===== src/rtl/ssr_pkg.sv =====
package ssr_pkg;

  // Byte geometry
  localparam int SSR_DW    = 8;
  localparam int SSR_BITS  = 8;
  localparam int SSR_CNT_W = $clog2(SSR_BITS);

  // Register addresses
  localparam int SSR_A_DATA  = 0;
  localparam int SSR_A_CTRL  = 1;
  localparam int SSR_A_FLAGS = 2;
  localparam int SSR_A_IEN   = 3;

  // Field positions
  localparam int SSR_MODE_LSB = 2;
  localparam int SSR_MODE_W   = 3;
  localparam int SSR_FLAG_BIT = 2;

  typedef enum logic [SSR_MODE_W-1:0] {
    SSR_OFF     = 3'b000,
    SSR_IN_INT  = 3'b001,
    SSR_OUT_INT = 3'b101
  } ssr_mode_e;

  // Only the two internal-clock codes run the shifter
  function automatic logic mode_runs(input logic [SSR_MODE_W-1:0] m);
    return (m == SSR_IN_INT) || (m == SSR_OUT_INT);
  endfunction

  // Shift one place toward the MSB, new bit entering at the LSB
  function automatic logic [SSR_DW-1:0] shift_fill(input logic [SSR_DW-1:0] v,
                                                   input logic b);
    return {v[SSR_DW-2:0], b};
  endfunction

  // System cycles from an access to the completion edge
  function automatic int byte_cycles(input int half);
    return 2 * SSR_BITS * half;
  endfunction

endpackage


===== src/rtl/ssr_regs.sv =====
module ssr_regs
  import ssr_pkg::*;
#(
  parameter int ADDR_W = 2
) (
  input  logic                  clk_i,
  input  logic                  rst_ni,
  input  logic [ADDR_W-1:0]     addr_i,
  input  logic                  wr_i,
  input  logic                  rd_i,
  input  logic [SSR_DW-1:0]     wdata_i,
  input  logic [SSR_DW-1:0]     shreg_i,
  input  logic                  flag_i,
  output logic [SSR_DW-1:0]     rdata_o,
  output logic [SSR_MODE_W-1:0] mode_o,
  output logic                  irq_en_o,
  output logic                  data_acc_o,
  output logic                  data_wr_o,
  output logic [SSR_DW-1:0]     load_o
);

  logic sel_data, sel_ctrl, sel_flags, sel_ien;
  logic [SSR_MODE_W-1:0] mode_q;
  logic ien_q;

  assign sel_data  = (addr_i == ADDR_W'(SSR_A_DATA));
  assign sel_ctrl  = (addr_i == ADDR_W'(SSR_A_CTRL));
  assign sel_flags = (addr_i == ADDR_W'(SSR_A_FLAGS));
  assign sel_ien   = (addr_i == ADDR_W'(SSR_A_IEN));

  assign data_acc_o = sel_data & (wr_i | rd_i);
  assign data_wr_o  = sel_data & wr_i;
  assign load_o     = wdata_i;

  always_ff @(posedge clk_i) begin
    if (!rst_ni) begin
      mode_q <= SSR_OFF;
      ien_q  <= 1'b0;
    end else begin
      if (wr_i && sel_ctrl) mode_q <= wdata_i[SSR_MODE_LSB +: SSR_MODE_W];
      if (wr_i && sel_ien)  ien_q  <= wdata_i[SSR_FLAG_BIT];
    end
  end

  assign mode_o   = mode_q;
  assign irq_en_o = ien_q;

  always_comb begin
    rdata_o = '0;
    if (sel_data) rdata_o = shreg_i;
    if (sel_ctrl) rdata_o[SSR_MODE_LSB +: SSR_MODE_W] = mode_q;
    if (sel_flags) rdata_o[SSR_FLAG_BIT] = flag_i;
    if (sel_ien) rdata_o[SSR_FLAG_BIT] = ien_q;
  end

endmodule


===== src/rtl/ssr_clkgen.sv =====
module ssr_clkgen #(
  parameter int DIV_HALF = 2
) (
  input  logic clk_i,
  input  logic rst_ni,
  input  logic active_i,
  input  logic en_i,
  input  logic restart_i,
  output logic tick_o,
  output logic fall_o,
  output logic rise_o,
  output logic sclk_o
);

  localparam int CW = (DIV_HALF > 1) ? $clog2(DIV_HALF) : 1;

  logic [CW-1:0] div_q;
  logic sclk_q;
  logic run;

  // A restart or a disabled mode parks the divider
  assign run    = active_i & en_i & ~restart_i;
  assign tick_o = run && (div_q == CW'(DIV_HALF - 1));
  assign fall_o = tick_o & sclk_q;
  assign rise_o = tick_o & ~sclk_q;
  assign sclk_o = sclk_q;

  always_ff @(posedge clk_i) begin
    if (!rst_ni) begin
      div_q  <= '0;
      sclk_q <= 1'b1;
    end else if (!run) begin
      div_q  <= '0;
      sclk_q <= 1'b1;
    end else if (tick_o) begin
      div_q  <= '0;
      sclk_q <= ~sclk_q;
    end else begin
      div_q  <= div_q + CW'(1);
    end
  end

endmodule


===== src/rtl/ssr_shifter.sv =====
module ssr_shifter
  import ssr_pkg::*;
(
  input  logic                  clk_i,
  input  logic                  rst_ni,
  input  logic [SSR_MODE_W-1:0] mode_i,
  input  logic                  data_acc_i,
  input  logic                  data_wr_i,
  input  logic [SSR_DW-1:0]     load_i,
  input  logic                  fall_i,
  input  logic                  rise_i,
  input  logic                  ser_in_i,
  output logic [SSR_DW-1:0]     shreg_o,
  output logic                  ser_out_o,
  output logic                  active_o,
  output logic                  flag_o,
  output logic                  byte_done_o
);

  logic [SSR_DW-1:0]    shreg_q;
  logic [SSR_CNT_W-1:0] cnt_q;
  logic sout_q, active_q, flag_q;
  logic en, is_in, is_out;

  assign en     = mode_runs(mode_i);
  assign is_in  = (mode_i == SSR_IN_INT);
  assign is_out = (mode_i == SSR_OUT_INT);

  // Eighth rising serial edge of the current byte
  assign byte_done_o = rise_i && (cnt_q == SSR_CNT_W'(SSR_BITS - 1));

  always_ff @(posedge clk_i) begin
    if (!rst_ni) begin
      shreg_q  <= '0;
      cnt_q    <= '0;
      sout_q   <= 1'b0;
      active_q <= 1'b0;
      flag_q   <= 1'b0;
    end else if (data_acc_i) begin
      cnt_q    <= '0;
      flag_q   <= 1'b0;
      active_q <= en;
      if (data_wr_i) shreg_q <= load_i;
    end else if (!en) begin
      active_q <= 1'b0;
    end else begin
      if (fall_i && is_out) begin
        sout_q  <= shreg_q[SSR_DW-1];
        shreg_q <= shift_fill(shreg_q, 1'b0);
      end
      if (rise_i) begin
        cnt_q <= byte_done_o ? '0 : cnt_q + SSR_CNT_W'(1);
        if (is_in) shreg_q <= shift_fill(shreg_q, ser_in_i);
      end
      if (byte_done_o) begin
        flag_q <= 1'b1;
        if (is_out) active_q <= 1'b0;
      end
    end
  end

  assign shreg_o   = shreg_q;
  assign ser_out_o = sout_q;
  assign active_o  = active_q;
  assign flag_o    = flag_q;

endmodule


===== src/rtl/ssr_top.sv =====
module ssr_top
  import ssr_pkg::*;
#(
  parameter int ADDR_W   = 2,
  parameter int DIV_HALF = 2
) (
  input  logic              clk_i,
  input  logic              rst_ni,
  input  logic [ADDR_W-1:0] reg_addr_i,
  input  logic              reg_wr_i,
  input  logic              reg_rd_i,
  input  logic [SSR_DW-1:0] reg_wdata_i,
  output logic [SSR_DW-1:0] reg_rdata_o,
  output logic              ser_clk_o,
  output logic              ser_out_o,
  input  logic              ser_in_i,
  output logic              irq_o
);

  // Named internal events, visible to the bound checker
  logic [SSR_MODE_W-1:0] mode_w;
  logic [SSR_DW-1:0]     shreg_w, load_w;
  logic irq_en_w, data_acc_w, data_wr_w;
  logic flag_w, active_w, en_w;
  logic tick_w, fall_w, rise_w, done_w;

  assign en_w = mode_runs(mode_w);

  ssr_regs #(.ADDR_W(ADDR_W)) u_regs (
    .clk_i      (clk_i),
    .rst_ni     (rst_ni),
    .addr_i     (reg_addr_i),
    .wr_i       (reg_wr_i),
    .rd_i       (reg_rd_i),
    .wdata_i    (reg_wdata_i),
    .shreg_i    (shreg_w),
    .flag_i     (flag_w),
    .rdata_o    (reg_rdata_o),
    .mode_o     (mode_w),
    .irq_en_o   (irq_en_w),
    .data_acc_o (data_acc_w),
    .data_wr_o  (data_wr_w),
    .load_o     (load_w)
  );

  ssr_clkgen #(.DIV_HALF(DIV_HALF)) u_clk (
    .clk_i     (clk_i),
    .rst_ni    (rst_ni),
    .active_i  (active_w),
    .en_i      (en_w),
    .restart_i (data_acc_w),
    .tick_o    (tick_w),
    .fall_o    (fall_w),
    .rise_o    (rise_w),
    .sclk_o    (ser_clk_o)
  );

  ssr_shifter u_shift (
    .clk_i       (clk_i),
    .rst_ni      (rst_ni),
    .mode_i      (mode_w),
    .data_acc_i  (data_acc_w),
    .data_wr_i   (data_wr_w),
    .load_i      (load_w),
    .fall_i      (fall_w),
    .rise_i      (rise_w),
    .ser_in_i    (ser_in_i),
    .shreg_o     (shreg_w),
    .ser_out_o   (ser_out_o),
    .active_o    (active_w),
    .flag_o      (flag_w),
    .byte_done_o (done_w)
  );

  assign irq_o = flag_w & irq_en_w;

endmodule


===== config.mk =====
export PLATFORM = sky130hd
export DESIGN_NAME = ssr_top
export DESIGN_NICKNAME = d
export VERILOG_FILES = /design/src/rtl/ssr_pkg.sv /design/src/rtl/ssr_regs.sv /design/src/rtl/ssr_clkgen.sv /design/src/rtl/ssr_shifter.sv /design/src/rtl/ssr_top.sv
export SDC_FILE = /design/constraint.sdc
export NUM_CORES = 1
export LEC_CHECK = 0
export BUFFER_PORTS_ARGS = -buffer_cell sky130_fd_sc_hd__buf_4
export CAP_MARGIN = 0
export CORE_UTILIZATION = 48
export DETAILED_ROUTE_END_ITERATION = 16
export GPL_ROUTABILITY_DRIVEN = 0
export PLACE_DENSITY = 0.69
export SLEW_MARGIN = 20
export SYNTH_ARGS = -nofsm -noshare
export SYNTH_HDL_FRONTEND = slang
export SYNTH_SLANG_ARGS = --single-unit

===== constraint.sdc =====
create_clock -name clk_i -period 3.6 [get_ports clk_i]
set_input_delay 0.36 -clock clk_i [delete_from_list [all_inputs] [get_ports clk_i]]
set_output_delay 0.36 -clock clk_i [all_outputs]
set_load 0.01 [all_outputs]

* After elaboration in Yosys (flattened, before gate mapping)
Index checks and enable logic that the tools add are counted.
** Storage, ports and cells
- Register bits after elaboration :: 20
- Bits in latches :: 0
- RAM bits :: 0
- ROM bits :: 0
- Bits of input ports :: 15
- Output and inout port bits :: 11
- Logic and storage cells :: 63
- Memories :: 0
** Operators by class
- Add/sub/neg operators :: 2
- Multipliers :: 0
- Div/mod/pow operators :: 0
- $lt $le $gt $ge :: 0
- Equal/unequal tests :: 9
- Shift operators :: 0
- Multiplexer cells :: 15
- Bitwise gates (word level) :: 12
- Reductions and logical operators :: 16
** Operator list (number)
- $mux W8 :: 7
- $reduce_and A2 Y1 :: 5
- $and A1 B1 Y1 :: 7
- $eq A3 B3 Y1 const B :: 2
- $mux W1 :: 6
- $mux W3 :: 2
- $ne A3 B2 Y1 const B :: 2
- $logic_and A1 B1 Y1 :: 5
- $eq A2 B2 Y1 const B :: 2
- $not A1 Y1 :: 4
- $add A3 B1 Y3 const B :: 1
- $eq A3 B1 Y1 const B :: 1
- $reduce_and A3 Y1 :: 1
- $reduce_or A3 Y1 :: 1
- $eq A2 B1 Y1 const B :: 1
- $logic_not A2 Y1 :: 1
- $ne A2 B2 Y1 const B :: 1
- $reduce_bool A2 Y1 :: 1
- $reduce_or A2 Y1 :: 1
- $add A1 B1 Y1 const B :: 1
- $logic_or A1 B1 Y1 :: 1
- $or A1 B1 Y1 :: 1

* Logic depth before layout (Yosys ltp)
- Depth after elaboration :: 12
- Gate-level depth with buffers :: 6

* By module
From an unflattened synthesis, not the netlist that was laid out.
** Unflattened totals
- Cells, all modules :: 124
- Area, all modules :: 1129.8 µm²
** By module, submodules not included
- ssr_shifter :: times used 1, cells an instance 74, area an instance 695.7 µm², seq. area each 280.3 µm²
- ssr_regs :: times used 1, cells an instance 39, area an instance 322.8 µm², seq. area each 80.1 µm²
- ssr_clkgen :: times used 1, cells an instance 9, area an instance 91.3 µm², seq. area each 40.0 µm²
- ssr_top :: times used 1, cells an instance 2, area an instance 20.0 µm², seq. area each 0.0 µm²

* Least setup slack after synthesis
No wires, ideal clock.
- Path kind :: in2reg
- From :: in reg_addr_i[0]
- To :: reg u_shift.shreg_q[7], in the netlist u_shift.shreg_o[7]
- Setup time :: 0.119 ns
- Arrival :: 1.270 ns
- Slack :: 2.211 ns
- Cell stages on the path :: 6
- Path buffers :: 2
- Cells stage by stage :: buf_4 -> nor2_4 -> buf_4 -> nand2_2 -> a2bb2oi_1 -> o221a_1
** Between the ends
- Cells in the longest elaborated chain, start to end :: 12
- Elaborated cells on any way between the ends :: 17
** RTL lines
- start: declaration :: line ssr_top.sv:9 : input logic [ADDR_W-1:0] reg_addr_i,
- $logic_not A2 Y1 (*) :: line ssr_regs.sv:26 : assign sel_data = (addr_i == ADDR_W'(SSR_A_DATA));
- $and A1 B1 Y1 :: line ssr_regs.sv:31 : assign data_acc_o = sel_data & (wr_i | rd_i);
- $not A1 Y1 :: line ssr_clkgen.sv:22 : assign run = active_i & en_i & ~restart_i;
- $and A1 B1 Y1 :: line ssr_clkgen.sv:22
- $logic_and A1 B1 Y1 :: line ssr_clkgen.sv:23 : assign tick_o = run && (div_q == CW'(DIV_HALF - 1));
- $and A1 B1 Y1 :: line ssr_clkgen.sv:24 : assign fall_o = tick_o & sclk_q;
- $logic_and A1 B1 Y1 :: line ssr_shifter.sv:47 : if (fall_i && is_out) begin
- $mux W8 :: line ssr_shifter.sv:47
- $mux W8 :: line ssr_shifter.sv:53 : if (is_in) shreg_q <= shift_fill(shreg_q, ser_in_i);
- $mux W8 :: line ssr_shifter.sv:51 : if (rise_i) begin
- $mux W8 :: line ssr_shifter.sv:44 : end else if (!en) begin
- $mux W8 :: line ssr_shifter.sv:39 : end else if (data_acc_i) begin
- end signal: assignment :: line ssr_shifter.sv:43 : if (data_wr_i) shreg_q <= load_i;
- end signal: assignment :: line ssr_shifter.sv:49 : shreg_q <= shift_fill(shreg_q, 1'b0);
- end signal: assignment :: line ssr_shifter.sv:53
- end: declaration :: line ssr_shifter.sv:20 : logic [SSR_DW-1:0] shreg_q;
Mark *: on every way between the ends. The rest lies on a longest branch, timed or not. The select of a mux whose other input is x is not followed.
A chain may end at the register's enable or synchronous reset.

* Worst setup path after layout
- From :: reg u_regs.mode_q[0], in the netlist u_regs.mode_o[0]
- To :: out reg_rdata_o[2]
** Between the ends
- Cells in the longest elaborated chain, start to end :: 3
** RTL lines
- start: declaration :: line ssr_regs.sv:23 : logic [SSR_MODE_W-1:0] mode_q;
- start signal: assignment :: line ssr_regs.sv:40 : if (wr_i && sel_ctrl) mode_q <= wdata_i[SSR_MODE_LSB +: SSR_MODE_W];
- $mux W3 :: line ssr_regs.sv:51 : if (sel_ctrl) rdata_o[SSR_MODE_LSB +: SSR_MODE_W] = mode_q;
- $mux W1 :: line ssr_regs.sv:52 : if (sel_flags) rdata_o[SSR_FLAG_BIT] = flag_i;
- $mux W1 :: line ssr_regs.sv:53 : if (sel_ien) rdata_o[SSR_FLAG_BIT] = ien_q;
- end: declaration :: line ssr_top.sv:13 : output logic [SSR_DW-1:0] reg_rdata_o,
Every way passes these cells.

==> metrics.yaml <==
yosys:
  async_flop_share_pct: 0
  synthFlopType: "dfxtp_1"
  synth_fp_nets: 128
  synth-seq-area-share_pct: 36.0
  ys_warn_count: 0
  syn_area_per_cell_um2: 10.0
  syn_inst: 111
  synthesis.area_um2: 1110
  synth_edf_count: 0
  yosys.cell_types.count: 36
  ys_seq_elements: 20
clock_network:
  cts_hold_buf: 0
  insertion_delay_ns: 0.30
  cts_resized: 0
  cts_buffer_depth: 2
  clk_pin_slew_ns: 0.12
  h-tree-depth: 1
  post_cts_buffers: 0
  cts_tree: "built"
  cts-root-buf: "clkbuf_4"
  clock-sinks: 20
  cts_buffers: 3
sta:
  max_freq_ghz: 0.580
  max-slew-margin-rel_pct: 66.1
  skew_ns: 0.00684
  worst_slew_pin_slew_ns: 0.507
  period_minus_slack_ns: 1.73
  setup_viol: 0
  tns_ns: 0
  hold_viol: 0
  rsz0062_at_grt: "false"
  finalMaxSlewViolations: 0
  finalCritPeriodShare_pct: 47.9
worst_setup_path:
  critical_path_arrival_ns: 1.37
  max_stage_delay_ns: 0.49
  critPathMaxFanout: 5
  required_ns: 3.24
  end_kind: "output port"
  path_class: "reg -> out"
  crit_chain: "mux4_2, buf_4"
  worst-path-buf-inv: 1
  critPathTopFamily: "multiplexers"
  cp_slowest_cell: "mux4_2"
  cp-start-kind: "register"
cells_and_area:
  syn_to_final_growth_pct: 21.6
  largest_register_ffs: 8
  layout-drive-gt1-share_pct: 28.9
  antenna_cells: 0
  finalNetCount: 153
  final_core_util_pct: 61.7
detailed_routing:
  vias: 929
  avgRoutedWirePerCell_um: 14.8
  via_per_inst: 5.70
  drtAntennaViolNets: 0
  drt_iter0_markers: 22
  drt_first_pass_iters: 4
  routed_wl_um: 2410
  remaining_drc_errors: 0
global_routing:
  grt_pass1_vias: 905
  grt_max_degree: 22
  antenna_found_initial: 0
  grt_use_total_pct: 22.3
  grt_pass1_wl_um: 4220
  grt-ovfl-total: 0
outcome:
  status: "finished clean"
placed_design:
  port_buffers: 25
  hpwl_um: 1810
power_and_ir_drop:
  p_per_area_nw_per_um2: 354
  seq_power_share_pct: 48.7
  p_sw_share_pct: 22.6
  pwr-share-clk_pct: 38.7
  comb_power_share_pct: 12.7
  p_leak_nw: 0.583
  internal-power_uw: 370
  vdd.ir_drop.worst_v: 0.000252
  switching_power_uw: 108
die:
  dieArea_um2: 2510
  io_pins: 26
  die-height_um: 50.1
  initial_core_util_pct: 50.8
  core-area_um2: 2190
  fp-row-count: 17
  die_w_um: 50.1
min_path:
  min_path_type: "in -> reg"
run:
  cap_violations: 0
[stage by stage]
stage          area (µm²)  std cells  total power, mW  worst slack [ns]  hold slack [ns]
6_report             1350        163            0.478              1.87            0.296
5_1_grt              1350        163            0.500              1.82            0.281
4_1_cts              1350        163            0.482              1.87            0.285
3_5_place_dp         1300        159            0.298              1.68            0.451
3_3_place_gp         1300        159            0.297              1.75            0.445
2_1_floorplan        1110        111            0.276              2.21            0.426
[cells in the mapped netlist (2+ instances only)]
master | instances | area [µm²]
dfxtp_1 | 20 | 400
nor2_1 | 12 | 45.0
a21oi_1 | 11 | 55.1
mux2i_1 | 8 | 80.1
a2bb2oi_1 | 7 | 61.3
and2_1 | 7 | 43.8
o221a_1 | 7 | 78.8
nand2_1 | 4 | 15.0
nand3b_1 | 3 | 22.5
buf_4 | 2 | 15.0
ha_1 | 2 | 25.0
inv_1 | 2 | 7.51
nand2b_1 | 2 | 12.5
nand3_1 | 2 | 10.0
[cell usage in the layout, fill, tap and decap left out, types with 2 or more instances in the layout]
| cell type | n |
|---|---|
| buf_4 | 25 |
| dfxtp_1 | 20 |
| nor2_1 | 12 |
| a21oi_1 | 11 |
| mux2i_1 | 8 |
| and2_1 | 7 |
| a2bb2oi_1 | 7 |
| o221a_1 | 7 |
| nand2_1 | 4 |
| nand3b_1 | 3 |
| clkbuf_4 | 3 |
| inv_1 | 2 |
| nand3_1 | 2 |
| nand2b_1 | 2 |
| ha_1 | 2 |
[per-layer routing]
| layer | vias up | global-route usage [%] | wire length (µm) |
|---|---|---|---|
| met1 | 438 | 29.5 | 1180 |
| met4 | 0 | 9.05 | 9 |
| met5 | - | 0 | 0 |
| met3 | 2 | 4.24 | 97 |
| met2 | 24 | 35.3 | 1130 |
| li1 | 465 | - | - |
[path summary, 6_finish.rpt]
check | start | end | slack, ns | cells past startpoint
max | u_regs.mode_o[0] | reg_rdata_o[2] | 1.87 | 2
min reg2reg | u_shift.active_o | u_clk.sclk_o | 0.48 | 1
max reg2reg | u_clk.sclk_o | u_shift.shreg_o[7] | 2.15 | 4
min | reg_wdata_i[3] | u_regs.mode_o[1] | 0.30 | 3
[tightest hold or removal path: stages]
cell     delay (ns)
buf_4          0.09
mux2i_1        0.05
nor2_1         0.07
[power groups by stage]
stage / Clock (mW) / Combinational [mW] / Sequential, mW
2_1_floorplan: 0 / 0.0400 / 0.236
3_3_place_gp: 0 / 0.0598 / 0.238
3_5_place_dp: 0 / 0.0607 / 0.238
4_1_cts: 0.188 / 0.0609 / 0.233
5_1_grt: 0.199 / 0.0671 / 0.234
6_report: 0.185 / 0.0607 / 0.233
[logic make-up (layout without fill, tap and decap cells)]
family                     count (synthesis)  after routing  synth area share, %
and+or+nand+nor                           37             37                 19.6
AOI/OAI and AO/OA                         35             35                 28.3
DFF                                       20             20                 36.0
muxes                                      9              9                 9.22
buffers and inverters                      7             31                 3.82
adders and majority gates                  2              2                 2.25
xor gates and xnor gates                   1              1                0.788
[cell type report]
type	instances	area, µm²
Clock buffer	3	22.5
Multi-Input combinational cell	84	669
Clock inverter	1	30.0
Tap cell	28	35.0
Fill cell	208	838
Inverter	2	7.51
Timing Repair Buffer	25	188
Sequential cell	20	400
No activity file was read; power rests on OpenSTA's default activity.
